**config.mk**
```make
export PLATFORM = sky130hd
export DESIGN_NAME = bpwin_xlate
export DESIGN_NICKNAME = d
export VERILOG_FILES = /design/src/rtl/bpwin_pkg.sv /design/src/rtl/bpwin_cfg_regs.sv /design/src/rtl/bpwin_addr_form.sv /design/src/rtl/bpwin_txn_fsm.sv /design/src/rtl/bpwin_xlate.sv
export SDC_FILE = /design/constraint.sdc
export NUM_CORES = 1
export LEC_CHECK = 0
export ABC_AREA = 1
export CORE_ASPECT_RATIO = 1.5
export CORE_MARGIN = 2
export CORE_UTILIZATION = 25
export CTS_CLUSTER_SIZE = 24
export DETAILED_ROUTE_END_ITERATION = 7
export HOLD_SLACK_MARGIN = 0.06
export PLACE_DENSITY = 0.61
export SYNTH_ARGS = -nofsm -noshare
export SYNTH_HDL_FRONTEND = slang
export SYNTH_SLANG_ARGS = --single-unit
```
**constraint.sdc**
```tcl
create_clock -name clk -period 2.2 [get_ports clk]
set_clock_uncertainty 0.15 [all_clocks]
set_input_delay 0.44 -clock clk [delete_from_list [all_inputs] [get_ports clk]]
set_output_delay 0.44 -clock clk [all_outputs]
set_load 0.01 [all_outputs]
```
**src/rtl/bpwin_pkg.sv**
```systemverilog
package bpwin_pkg;

    parameter int BP_AW   = 32;
    parameter int HOST_OW = 12;
    parameter int HOST_DW = 16;
    parameter int CFG_AW  = 8;
    parameter int CFG_DW  = 8;

    localparam int HOST_BW  = HOST_DW / 8;
    localparam int SEG_POS  = HOST_OW - 1;
    localparam int NIB_W    = 16 - HOST_OW;
    localparam int MID_W    = 8;
    localparam int HI_W     = BP_AW - 24;

    typedef enum logic [1:0] {
        ST_IDLE = 2'd0,
        ST_REQ  = 2'd1,
        ST_WAIT = 2'd2,
        ST_DONE = 2'd3
    } txn_st_e;

    typedef struct packed {
        logic [HI_W-1:0]  base_hi;
        logic [MID_W-1:0] base_mid;
        logic [NIB_W-1:0] base_nib;
        logic             seg;
    } win_regs_t;

    typedef struct packed {
        txn_st_e              st;
        logic                 we;
        logic [BP_AW-1:0]     addr;
        logic [HOST_BW-1:0]   be;
        logic [HOST_DW-1:0]   wdata;
        logic [HOST_DW-1:0]   rdata;
    } txn_t;

endpackage

```
**src/rtl/bpwin_cfg_regs.sv**
```systemverilog
module bpwin_cfg_regs
    import bpwin_pkg::*;
#(
    parameter logic [CFG_AW-1:0] OFF_NIB = 8'h2E,
    parameter logic [CFG_AW-1:0] OFF_MID = 8'h30,
    parameter logic [CFG_AW-1:0] OFF_HI  = 8'h32,
    parameter logic [CFG_AW-1:0] OFF_SEG = 8'h34
) (
    input  logic              clk,
    input  logic              rst_n,
    input  logic              cfg_we,
    input  logic [CFG_AW-1:0] cfg_addr,
    input  logic [CFG_DW-1:0] cfg_wdata,
    output logic [CFG_DW-1:0] cfg_rdata,
    output win_regs_t         regs_o
);

    win_regs_t regs_d, regs_q;

    // Next-state: only mapped offsets take a write, each keeping its own width.
    always_comb begin
        regs_d = regs_q;
        if (cfg_we) begin
            case (cfg_addr)
                OFF_NIB: regs_d.base_nib = cfg_wdata[NIB_W-1:0];
                OFF_MID: regs_d.base_mid = cfg_wdata[MID_W-1:0];
                OFF_HI:  regs_d.base_hi  = cfg_wdata[HI_W-1:0];
                OFF_SEG: regs_d.seg      = cfg_wdata[0];
                default: ;
            endcase
        end
    end

    always_ff @(posedge clk or negedge rst_n) begin
        if (!rst_n) regs_q <= '0;
        else        regs_q <= regs_d;
    end

    // Readback mux, zero-extended to the port width.
    always_comb begin
        cfg_rdata = '0;
        case (cfg_addr)
            OFF_NIB: cfg_rdata[NIB_W-1:0] = regs_q.base_nib;
            OFF_MID: cfg_rdata[MID_W-1:0] = regs_q.base_mid;
            OFF_HI:  cfg_rdata[HI_W-1:0]  = regs_q.base_hi;
            OFF_SEG: cfg_rdata[0]         = regs_q.seg;
            default: cfg_rdata = '0;
        endcase
    end

    assign regs_o = regs_q;

    // the nibble register keeps the low four bits of the written byte.
    p_nib_keep_r3: assert property (@(posedge clk) disable iff (!rst_n)
        (cfg_we && cfg_addr == OFF_NIB) |=> (regs_o.base_nib == $past(cfg_wdata[NIB_W-1:0])));

    // the segment register keeps only bit 0.
    p_seg_keep_r4: assert property (@(posedge clk) disable iff (!rst_n)
        (cfg_we && cfg_addr == OFF_SEG) |=> (regs_o.seg == $past(cfg_wdata[0])));

    // no write strobe means no register moves.
    p_no_write_stable_r5: assert property (@(posedge clk) disable iff (!rst_n)
        !cfg_we |=> $stable(regs_o));

endmodule

```
**src/rtl/bpwin_addr_form.sv**
```systemverilog
module bpwin_addr_form
    import bpwin_pkg::*;
(
    input  win_regs_t          regs_i,
    input  logic [HOST_OW-1:0] off_i,
    output logic [BP_AW-1:0]   addr_o
);

    localparam int FORMED_W = HI_W + MID_W + NIB_W + 1 + SEG_POS;

    // Offset MSB is dropped; the stored segment bit takes its place.
    assign addr_o = {regs_i.base_hi, regs_i.base_mid, regs_i.base_nib,
                     regs_i.seg, off_i[SEG_POS-1:0]};

    initial begin
        a_width_r6: assert (FORMED_W == BP_AW);
    end

endmodule

```
**src/rtl/bpwin_txn_fsm.sv**
```systemverilog
module bpwin_txn_fsm
    import bpwin_pkg::*;
(
    input  logic               clk,
    input  logic               rst_n,
    input  logic               hst_req,
    input  logic               hst_we,
    input  logic [HOST_BW-1:0] hst_be,
    input  logic [HOST_DW-1:0] hst_wdata,
    input  logic [BP_AW-1:0]   xlate_addr,
    output logic               hst_ready,
    output logic [HOST_DW-1:0] hst_rdata,
    output logic               bp_valid,
    output logic               bp_we,
    output logic [BP_AW-1:0]   bp_addr,
    output logic [HOST_BW-1:0] bp_be,
    output logic [HOST_DW-1:0] bp_wdata,
    input  logic               bp_ready,
    input  logic               bp_rsp_valid,
    input  logic               bp_rsp_err,
    input  logic [HOST_DW-1:0] bp_rsp_data
);

    txn_t txn_d, txn_q;
    logic [HOST_DW-1:0] rsp_word;

    assign rsp_word = bp_rsp_err ? {HOST_DW{1'b1}} : bp_rsp_data;

    always_comb begin
        txn_d = txn_q;
        case (txn_q.st)
            ST_IDLE: begin
                if (hst_req) begin
                    txn_d.st    = ST_REQ;
                    txn_d.we    = hst_we;
                    txn_d.addr  = xlate_addr;
                    txn_d.be    = hst_be;
                    txn_d.wdata = hst_wdata;
                end
            end
            ST_REQ: begin
                if (bp_ready) begin
                    if (txn_q.we) begin
                        txn_d.st = ST_DONE;
                    end else if (bp_rsp_valid) begin
                        txn_d.st    = ST_DONE;
                        txn_d.rdata = rsp_word;
                    end else begin
                        txn_d.st = ST_WAIT;
                    end
                end
            end
            ST_WAIT: begin
                if (bp_rsp_valid) begin
                    txn_d.st    = ST_DONE;
                    txn_d.rdata = rsp_word;
                end
            end
            ST_DONE: txn_d.st = ST_IDLE;
            default: txn_d.st = ST_IDLE;
        endcase
    end

    always_ff @(posedge clk or negedge rst_n) begin
        if (!rst_n) txn_q <= '0;
        else        txn_q <= txn_d;
    end

    assign bp_valid  = (txn_q.st == ST_REQ);
    assign bp_we     = txn_q.we;
    assign bp_addr   = txn_q.addr;
    assign bp_be     = txn_q.be;
    assign bp_wdata  = txn_q.wdata;
    assign hst_ready = (txn_q.st == ST_DONE);
    assign hst_rdata = txn_q.rdata;

    // a stalled request keeps every field steady.
    p_hold_req_r7: assert property (@(posedge clk) disable iff (!rst_n)
        (bp_valid && !bp_ready) |=> (bp_valid && $stable(bp_addr) && $stable(bp_we)
                                     && $stable(bp_be) && $stable(bp_wdata)));

    // completion lasts one cycle.
    p_ready_pulse_r8: assert property (@(posedge clk) disable iff (!rst_n)
        hst_ready |=> !hst_ready);

    // never complete while the request is still on the backplane.
    p_ready_excl_r8: assert property (@(posedge clk) disable iff (!rst_n)
        bp_valid |-> !hst_ready);

    // an error response turns into all ones at the host.
    p_err_ones_r9: assert property (@(posedge clk) disable iff (!rst_n)
        (txn_q.st == ST_WAIT && bp_rsp_valid && bp_rsp_err)
            |=> (hst_ready && hst_rdata == {HOST_DW{1'b1}}));

    // a response with no read waiting leaves the read data alone.
    p_stray_rsp_r12: assert property (@(posedge clk) disable iff (!rst_n)
        (txn_q.st == ST_IDLE && !hst_req) |=> $stable(hst_rdata));

endmodule

```
**src/rtl/bpwin_xlate.sv**
```systemverilog
module bpwin_xlate
    import bpwin_pkg::*;
(
    input  logic                clk,
    input  logic                rst_n,
    input  logic                cfg_we,
    input  logic [CFG_AW-1:0]   cfg_addr,
    input  logic [CFG_DW-1:0]   cfg_wdata,
    output logic [CFG_DW-1:0]   cfg_rdata,
    input  logic                hst_req,
    input  logic                hst_we,
    input  logic [HOST_OW-1:0]  hst_off,
    input  logic [HOST_BW-1:0]  hst_be,
    input  logic [HOST_DW-1:0]  hst_wdata,
    output logic                hst_ready,
    output logic [HOST_DW-1:0]  hst_rdata,
    output logic                bp_valid,
    output logic                bp_we,
    output logic [BP_AW-1:0]    bp_addr,
    output logic [HOST_BW-1:0]  bp_be,
    output logic [HOST_DW-1:0]  bp_wdata,
    input  logic                bp_ready,
    input  logic                bp_rsp_valid,
    input  logic                bp_rsp_err,
    input  logic [HOST_DW-1:0]  bp_rsp_data
);

    win_regs_t          win_regs;
    logic [BP_AW-1:0]   formed_addr;

    bpwin_cfg_regs u_cfg (
        .clk       (clk),
        .rst_n     (rst_n),
        .cfg_we    (cfg_we),
        .cfg_addr  (cfg_addr),
        .cfg_wdata (cfg_wdata),
        .cfg_rdata (cfg_rdata),
        .regs_o    (win_regs)
    );

    bpwin_addr_form u_addr (
        .regs_i (win_regs),
        .off_i  (hst_off),
        .addr_o (formed_addr)
    );

    bpwin_txn_fsm u_txn (
        .clk          (clk),
        .rst_n        (rst_n),
        .hst_req      (hst_req),
        .hst_we       (hst_we),
        .hst_be       (hst_be),
        .hst_wdata    (hst_wdata),
        .xlate_addr   (formed_addr),
        .hst_ready    (hst_ready),
        .hst_rdata    (hst_rdata),
        .bp_valid     (bp_valid),
        .bp_we        (bp_we),
        .bp_addr      (bp_addr),
        .bp_be        (bp_be),
        .bp_wdata     (bp_wdata),
        .bp_ready     (bp_ready),
        .bp_rsp_valid (bp_rsp_valid),
        .bp_rsp_err   (bp_rsp_err),
        .bp_rsp_data  (bp_rsp_data)
    );

    // a launched request keeps its address while registers change.
    p_addr_frozen_r10: assert property (@(posedge clk) disable iff (!rst_n)
        (bp_valid && !bp_ready && cfg_we) |=> $stable(bp_addr));

    // the reset state is idle at the host and backplane.
    p_reset_idle_r1: assert property (@(posedge clk)
        !rst_n |-> (!bp_valid && !hst_ready));

endmodule

```
-- Word level (Yosys, flattened, before mapping)
Cells that the tools add are included.
- flip-flop bits (word level): 90
- bits of input ports: 70
- output and inout bits: 77
- logic and storage cells: 44
- eq/ne operators: 11
- mux-type cells: 14
- reductions and logical operators: 9
- operators by type and width (kind ; number):
    $mux W16 ; 4
    $mux W53 ; 1
    $eq A8 B6 Y1 const B ; 4
    $pmux W16 S2 ; 1
    $reduce_and A2 Y1 ; 5
    $pmux W3 S3 ; 1
    $pmux W2 S4 ; 1
    $pmux W4 S2 ; 1
    $mux W2 ; 3
    $ne A2 B2 Y1 const B ; 3
    $reduce_and A3 Y1 ; 2
    $eq A2 B2 Y1 const B ; 2
    $pmux W1 S4 ; 1
    $eq A2 B1 Y1 const B ; 1
    $logic_not A2 Y1 ; 1
    $ne A2 B1 Y1 const B ; 1
    $reduce_bool A2 Y1 ; 1
    $mux W1 ; 1

-- Longest topological paths before layout
Gate-level depths: netlist of the first run.
- depth after elaboration: 5
- mapped depth: 7
- depth with buffers taken out: 7

-- Cells and area by module
Synthesis of the first run repeated with hierarchy kept, for this count alone.
- cells, all modules: 477
- area, all modules: 4694.5 um2
- modules (own cells, without submodules) (module ; times used ; cells an instance ; area an instance (um2) ; sequential area each (um2)):
    bpwin_txn_fsm ; 1 ; 289 ; 3348.2 ; 1726.7
    bpwin_cfg_regs ; 1 ; 156 ; 1106.1 ; 525.5
    bpwin_addr_form ; 1 ; 32 ; 240.2 ; 0.0

-- Worst setup path after synthesis of the first run
Ideal clock, no wire load.
- path type: input -> output
- start: input port cfg_addr[0]
- end: output port cfg_rdata[4]
- data arrival time: 1.122 ns
- required time: 1.610 ns
- path slack: 0.488 ns
- stages on the path: 5
- path buffers: 0
- cell sequence: inv_1 nand2_1 nor2_4 nand2_2 o21ai_0
- cells in the longest elaborated chain, start to end: 2
- elaborated cells between the ends (all ways): 3
- classes of those cells: 2 x eq/ne; 1 x mux
- RTL lines (what ; RTL line ; source):
    start: declaration ; bpwin_xlate.sv:7 ; input logic [CFG_AW-1:0] cfg_addr,
    $eq A8 B6 Y1 ; bpwin_cfg_regs.sv:42 ; case (cfg_addr)
    $pmux W4 S2 * ; bpwin_cfg_regs.sv:42 ;
    end: declaration ; bpwin_xlate.sv:9 ; output logic [CFG_DW-1:0] cfg_rdata,
Mark *: on every way between the ends. The rest lies on a longest branch, timed or not.

-- Final worst setup path of the first run
- start: input port cfg_addr[0]
- end: output port cfg_rdata[5]
Same word-level chain as after synthesis.

==> qor.yml, run 1 <==
status:
  outcome: "completed"
floorplan:
  io_pins: 147
  die_area_mm2: 0.0183
  die_w_um: 111
  core_area_mm2: 0.0168
  die_h_um: 165
  floorplan.initialDensity: 0.256
  floorplan.rows: 58
placed_design:
  placed_area_mm2: 0.00557
  dp_cells: 713
  dp_hpwl_mm: 7.66
  port_buffers: 145
  dp_slack_ns: -0.591
  place_congestion: 0.840
cells_and_area:
  area_delta_synth_final_pct: 38.4
  stdcell_count: 740
  final_nets: 600
  design_area_mm2: 0.00595
  antenna_cells: 0
  drive_gt1_frac: 0.213
timing:
  finalSetupViolations: 0
  worst-slew-pin-transition_ns: 0.567
  fmaxAchievable_mhz: 470
  setup_slack_ns: 0.0729
  timing.slew.headroom: 0.621
  maxSlewViolCount: 0
  period_minus_slack_ns: 2.13
  hold_viol: 0
  fin_crit_sh: 0.967
yosys:
  yosys_warnings: 0
  synth_top_family_by_area: "simple AND/OR/NAND/NOR gates"
  syn_area_per_cell_um2: 10.1
  yosysSeqAreaShare: 0.523
  yosysMostFrequentCell: "nand2_1"
  yosysTopAreaCell: "dfrtp_1"
  synth.area.mux_share: 0.123
  async_flop_share: 1.00
  syn-instance-count: 425
  yosys-top-cells-count: "100 x nand2_1, 90 x dfrtp_1, 68 x buf_4"
  synthesis.area_mm2: 0.00430
  synth_compound_area_frac: 0.0372
  synth_top_area_share: 0.523
  synth_xor_area_frac: 0
  synth_enable_flop_cells: 0
  synthTopCellsByArea: "dfrtp_1 52%, mux2_2 12%, buf_4 12%, nand2_1 8.7%, o21ai_0 3.1%"
  synth_flop_cell: "dfrtp_1"
  synth_seq_cells: 90
  yosysUniqueCellTypes: 21
  synthAdderAreaFrac: 0.0145
  synth-simple-area-share: 0.154
  synthesis.nets: 500
route:
  routed_wl_mm: 10.1
  drt_pass1_iterations: 4
  drc: 0
  vias: 3095
  vias_per_cell: 4.18
  drt_iter0_markers: 108
  wl_per_cell_um: 13.7
  detail-route-antenna-nets: 0
flow_run:
  maxCapViolCount: 0
worst_setup_path:
  critPathMaxStageDelay_ns: 0.24
  crit_chain: "dlygate4sd2_1 > nor2_1 > nand2_2 > nor2_4 > buf_6 > buf_4 > nand2_1 > o21ai_0 > buf_2"
  path_class: "input pin to primary output"
  crit_slowest_cell: "dlygate4sd2_1"
  cp-end-kind: "primary output"
  arrival_ns: 1.54
  regToRegSetupSlack_ns: 0.42
  cp.required_ns: 1.61
  crit_fanout: 3
  start_kind: "input pin"
cts:
  clk_pin_slew_ns: 0.07
  cts.path.max_buffers: 2
  cts_tree: "done"
  root_buffer: "clkbuf_16"
  cts_sinks: 90
  numCtsBuffers: 9
  insertion_delay_ns: 0.33
  htreeDepth: 3
power_and_ir_drop:
  p_leak_nw: 2.74
  powerDensity_mw_per_mm2: 1110
  total_power_mw: 6.63
  vdd_drop_max_uv: 481
global_route:
  grt_remaining_overflow: 0
  grt_use_total: 0.113
  antenna_found_initial: 0
  grt_start_max_net_pins: 91
  first_global_vias: 3328
  grt_pass1_wl_mm: 16.2
min_path:
  hold_class: "flop to flop"
-- logic make-up after synthesis --
family,count (synthesis)
fa+ha+maj,5
flops,90
compound gates,32
simple gates,152
mux,47
buf+inv,99
-- cell usage in the layout, fill, tap and decap left out --
cell | Yosys | layout
o21ai_0 | 27 | 24
buf_6 | 0 | 4
clkdlybuf4s15_1 | 0 | 1
nand4_2 | 1 | 1
clkbuf_16 | 0 | 9
ha_1 | 5 | 4
nor3_4 | 1 | 1
nor2_4 | 4 | 5
dfrtp_1 | 90 | 90
nor2_1 | 24 | 21
inv_6 | 0 | 1
o21ai_1 | 5 | 7
mux2_2 | 47 | 47
dlygate4sd2_1 | 0 | 8
buf_2 | 6 | 7
buf_4 | 68 | 14
clkinv_4 | 0 | 1
or2_2 | 1 | 1
bufinv_16 | 0 | 1
clkbuf_1 | 1 | 1
nand3_1 | 14 | 13
o21ai_2 | 0 | 1
buf_12 | 0 | 3
nand2_1 | 100 | 99
inv_2 | 1 | 2
clkbuf_8 | 0 | 1
clkinvlp_4 | 0 | 2
clkdlybuf4s50_1 | 0 | 127
nor2_2 | 1 | 3
ha_2 | 0 | 1
inv_1 | 22 | 21
dlygate4sd3_1 | 0 | 1
nand3_2 | 1 | 2
nand2_2 | 5 | 6
-- per-stage QoR --
step,TNS [ns],hold WS (ns),util
finish,0,0.336,0.354
global route,-0.0136,0.350,0.354
CTS,0,0.333,0.353
detailed placement,-4.33,0.318,0.331
global placement,-4.11,0.304,0.331
floorplan,0,-0.00559,-
-- path summary, 6_finish.rpt --
path                                        from                  end  cells past startpoint
worst max-delay path                 cfg_addr[0]         cfg_rdata[5]                      9
worst min-delay path            u_cfg.regs_o[18]     u_cfg.regs_o[18]                      2
worst max register to register   u_txn.txn_q[67]  u_txn.hst_rdata[13]                      7
worst min register to register  u_cfg.regs_o[18]     u_cfg.regs_o[18]                      2
max in group asynchronous                  rst_n    u_txn.bp_addr[14]                      3
min in group asynchronous                  rst_n   u_txn.hst_rdata[1]                      3
-- final cells by class --
class | count | area, um^2
Timing Repair Buffer | 165 | 1610
Inverter | 23 | 86.3
Clock inverter | 5 | 62.6
Multi-Input combinational cell | 236 | 1440
Fill cell | 1726 | 10900
Clock buffer | 11 | 243
Tap cell | 210 | 263
Sequential cell | 90 | 2250
-- sequential cells by signal (all words and copies together) (netlist names) --
signal and flops:
u_txn.bp_be 2, u_cfg.regs_o 21, u_txn.bp_wdata 16, u_txn.txn_q 2, u_txn.bp_addr 32, u_txn.hst_rdata 16, u_txn.bp_we 1
-- metal layers --
metal,wire [um],GRT usage,vias to the layer above
met1,3960,0.120,1487
met5,0,0,-
met3,544,0.0327,9
li1,-,-,1495
met2,5490,0.207,104
met4,151,0.0488,0
-- repair_timing --
item,in CTS,in global routing
gates resized for setup,46,14
setup buffers,9,1
pin swaps,5,2
endpoints found under the setup margin,9,8
endpoints found under the hold margin,90,0
hold buffers,1,0
-- critical path: cells and delay by family --
kind                   cells  cell delay (ns)
AND/OR/NAND/NOR            4             0.41
buffers and inverters      4             0.62
AO/OA/AOI/OAI              1             0.06
-- power breakdown --
part           switching, mW  internal, mW
Combinational           1.06          1.53
Sequential             0.287          2.20
Clock                  0.631         0.917
Power figures use the tool's default switching activity.
==> run 2: changes to the inputs <==
- CTS_BUF_LIST: not set -> sky130_fd_sc_hd__clkbuf_16
==> run 2 against run 1 <==
Compared with the run above: cell count unchanged; die area unchanged; largest cell class unchanged; global-route usage about the same; sequential power about the same; cell area down 0.17%; clock power down 3%; critical endpoint unchanged.
==> qor.yml, run 2 (synthesis results as in run 1) <==
cts:
  clk_pin_slew_ns: 0.07  # about the same
  insertion_delay_ns: 0.34  # was 0.33 ns
  cts_tree: "done"  # unchanged
  htreeDepth: 3  # unchanged
  cts.path.max_buffers: 2  # unchanged
  cts_sinks: 90  # unchanged
  root_buffer: "clkbuf_16"  # unchanged
  numCtsBuffers: 9  # unchanged
route:
  routed_wl_mm: 10.2  # was 10.1 mm
  wl_per_cell_um: 13.7  # about the same
  vias_per_cell: 4.19  # was 4.18
  vias: 3101  # was 3095
  drt_pass1_iterations: 4  # unchanged
  detail-route-antenna-nets: 0  # unchanged
  drt_iter0_markers: 107  # was 108
  drc: 0  # unchanged
floorplan:
  io_pins: 147  # unchanged
  die_area_mm2: 0.0183  # unchanged
  core_area_mm2: 0.0168  # unchanged
  die_w_um: 111  # unchanged
  floorplan.initialDensity: 0.256  # unchanged
  floorplan.rows: 58  # unchanged
  die_h_um: 165  # unchanged
cells_and_area:
  multi_input_area_mm2: 0.00144  # unchanged
  antenna_cells: 0  # unchanged
  stdcell_count: 740  # unchanged
  area_delta_synth_final_pct: 38.2  # was 38.4%
  final_nets: 600  # unchanged
  drive_gt1_frac: 0.211  # was 0.213
  nFillCells: 1726  # unchanged
  regArea_mm2: 0.00225  # unchanged
  final_util: 0.353  # was 0.354
  largest_reg_flops: 32  # unchanged
  layout_commonest_cell: "clkdlybuf4s50_1"  # unchanged
  layout_common_cells: "127 x clkdlybuf4s50_1, 99 x nand2_1, 90 x dfrtp_1, 47 x mux2_2, 24 x o21ai_0"  # unchanged
placed_design:
  dp_cells: 713  # unchanged
  dp_hpwl_mm: 7.66  # unchanged
  place_congestion: 0.840  # unchanged
  port_buffers: 145  # unchanged
global_route:
  grt_start_max_net_pins: 91  # unchanged
  first_global_vias: 3335  # was 3328
  grt_pass1_wl_mm: 16.2  # about the same
  grt_remaining_overflow: 0  # unchanged
  antenna_found_initial: 0  # unchanged
  grt_use_total: 0.113  # about the same
min_path:
  hp-start: "u_cfg.regs_o[18]"  # unchanged
  hold_class: "flop to flop"  # unchanged
worst_setup_path:
  reg2reg_from: "u_txn.txn_q[67]"  # unchanged
  critPathMaxStageDelay_ns: 0.24  # about the same
  cp.required_ns: 1.61  # about the same
  path_class: "input pin to primary output"  # unchanged
  crit_family: "buffers and inverters"  # unchanged
  cp-end-kind: "primary output"  # unchanged
  crit_buf_inv: 4  # unchanged
  arrival_ns: 1.54  # about the same
  crit_chain: "dlygate4sd2_1 > nor2_1 > nand2_2 > nor2_4 > buf_6 > buf_4 > nand2_1 > o21ai_0 > buf_2"  # unchanged
  crit_slowest_cell: "dlygate4sd2_1"  # unchanged
  crit_start: "cfg_addr[0]"  # unchanged
  crit_fanout: 3  # unchanged
  start_kind: "input pin"  # unchanged
timing:
  timing.slew.headroom: 0.621  # about the same
  fin_crit_sh: 0.967  # about the same
  setup-tns-final_ns: 0  # unchanged
  hold_viol: 0  # unchanged
  fmaxAchievable_mhz: 470  # about the same
  maxSlewViolCount: 0  # unchanged
  finalSetupViolations: 0  # unchanged
  worst-slew-pin-transition_ns: 0.567  # about the same
  period_minus_slack_ns: 2.13  # about the same
power_and_ir_drop:
  powerDensity_mw_per_mm2: 1110  # about the same
  vdd_drop_max_uv: 486  # was 481 uV
  p_leak_nw: 2.74  # about the same
  total_power_mw: 6.59  # was 6.63 mW
status:
  outcome: "completed"  # unchanged
flow_run:
  maxCapViolCount: 0  # unchanged
## run 2: worst paths after layout
check,endpoint,slack (ns),cells after the start
max,cfg_rdata[5],0.07,9
min,u_cfg.regs_o[18],0.34,2
max reg2reg,u_txn.hst_rdata[13],0.42,7
min reg2reg,u_cfg.regs_o[18],0.34,2
max in group asynchronous,u_txn.bp_addr[14],1.01,3
min in group asynchronous,u_txn.hst_rdata[1],0.52,3
## run 2: report_power, final
group / internal (mW) / total [mW] / switching [mW]
logic: 1.53 / 2.59 / 1.06
registers: 2.20 / 2.49 / 0.287
clock network: 0.878 / 1.51 / 0.634
total: 4.61 / 6.59 / 1.98
## run 2: worst reg2reg max path, stage by stage (launching register included)
cell	delay [ns]
dfrtp_1	0.38
inv_1	0.10
ha_1	0.23
or2_2	0.29
nand4_2	0.06
buf_4	0.27
nand2_1	0.10
o21ai_0	0.10
## run 2: area by class of cell
class | instances | share of cell area
inverter | 23 | 0.0145
sequential | 90 | 0.379
clock inverter | 7 | 0.0118
multi-input combinational | 236 | 0.242
tap | 210 | 0.0442
timing repair buffer | 165 | 0.270
clock buffer | 9 | 0.0379
## run 2: layer usage
layer | wire length, um | GRT usage | up-vias | part of all wire
met2 | 5480 | 0.207 | 104 | 0.54
met5 | 0 | 0 | - | 0
met4 | 166 | 0.0505 | 0 | 0.016
met3 | 553 | 0.0316 | 14 | 0.054
li1 | - | - | 1495 | -
met1 | 3950 | 0.120 | 1488 | 0.39
## run 2: stage by stage
stage          area (um^2)  worst slack, ns  hold WS, ns
6_report              5940           0.0729        0.336
5_1_grt               5940         -0.00624        0.350
4_1_cts               5930          0.00775        0.333
3_5_place_dp          5570           -0.591        0.318
3_3_place_gp          5570           -0.544        0.304
2_1_floorplan         4300            0.488     -0.00559
## run 2: timing repair
action | CTS | global route
gates resized for setup | 46 | 14
hold endpoints to repair | 90 | 0
hold buffers | 1 | 0
buffers inserted | 9 | 1
pin swaps | 5 | 2
setup endpoints to repair | 9 | 8
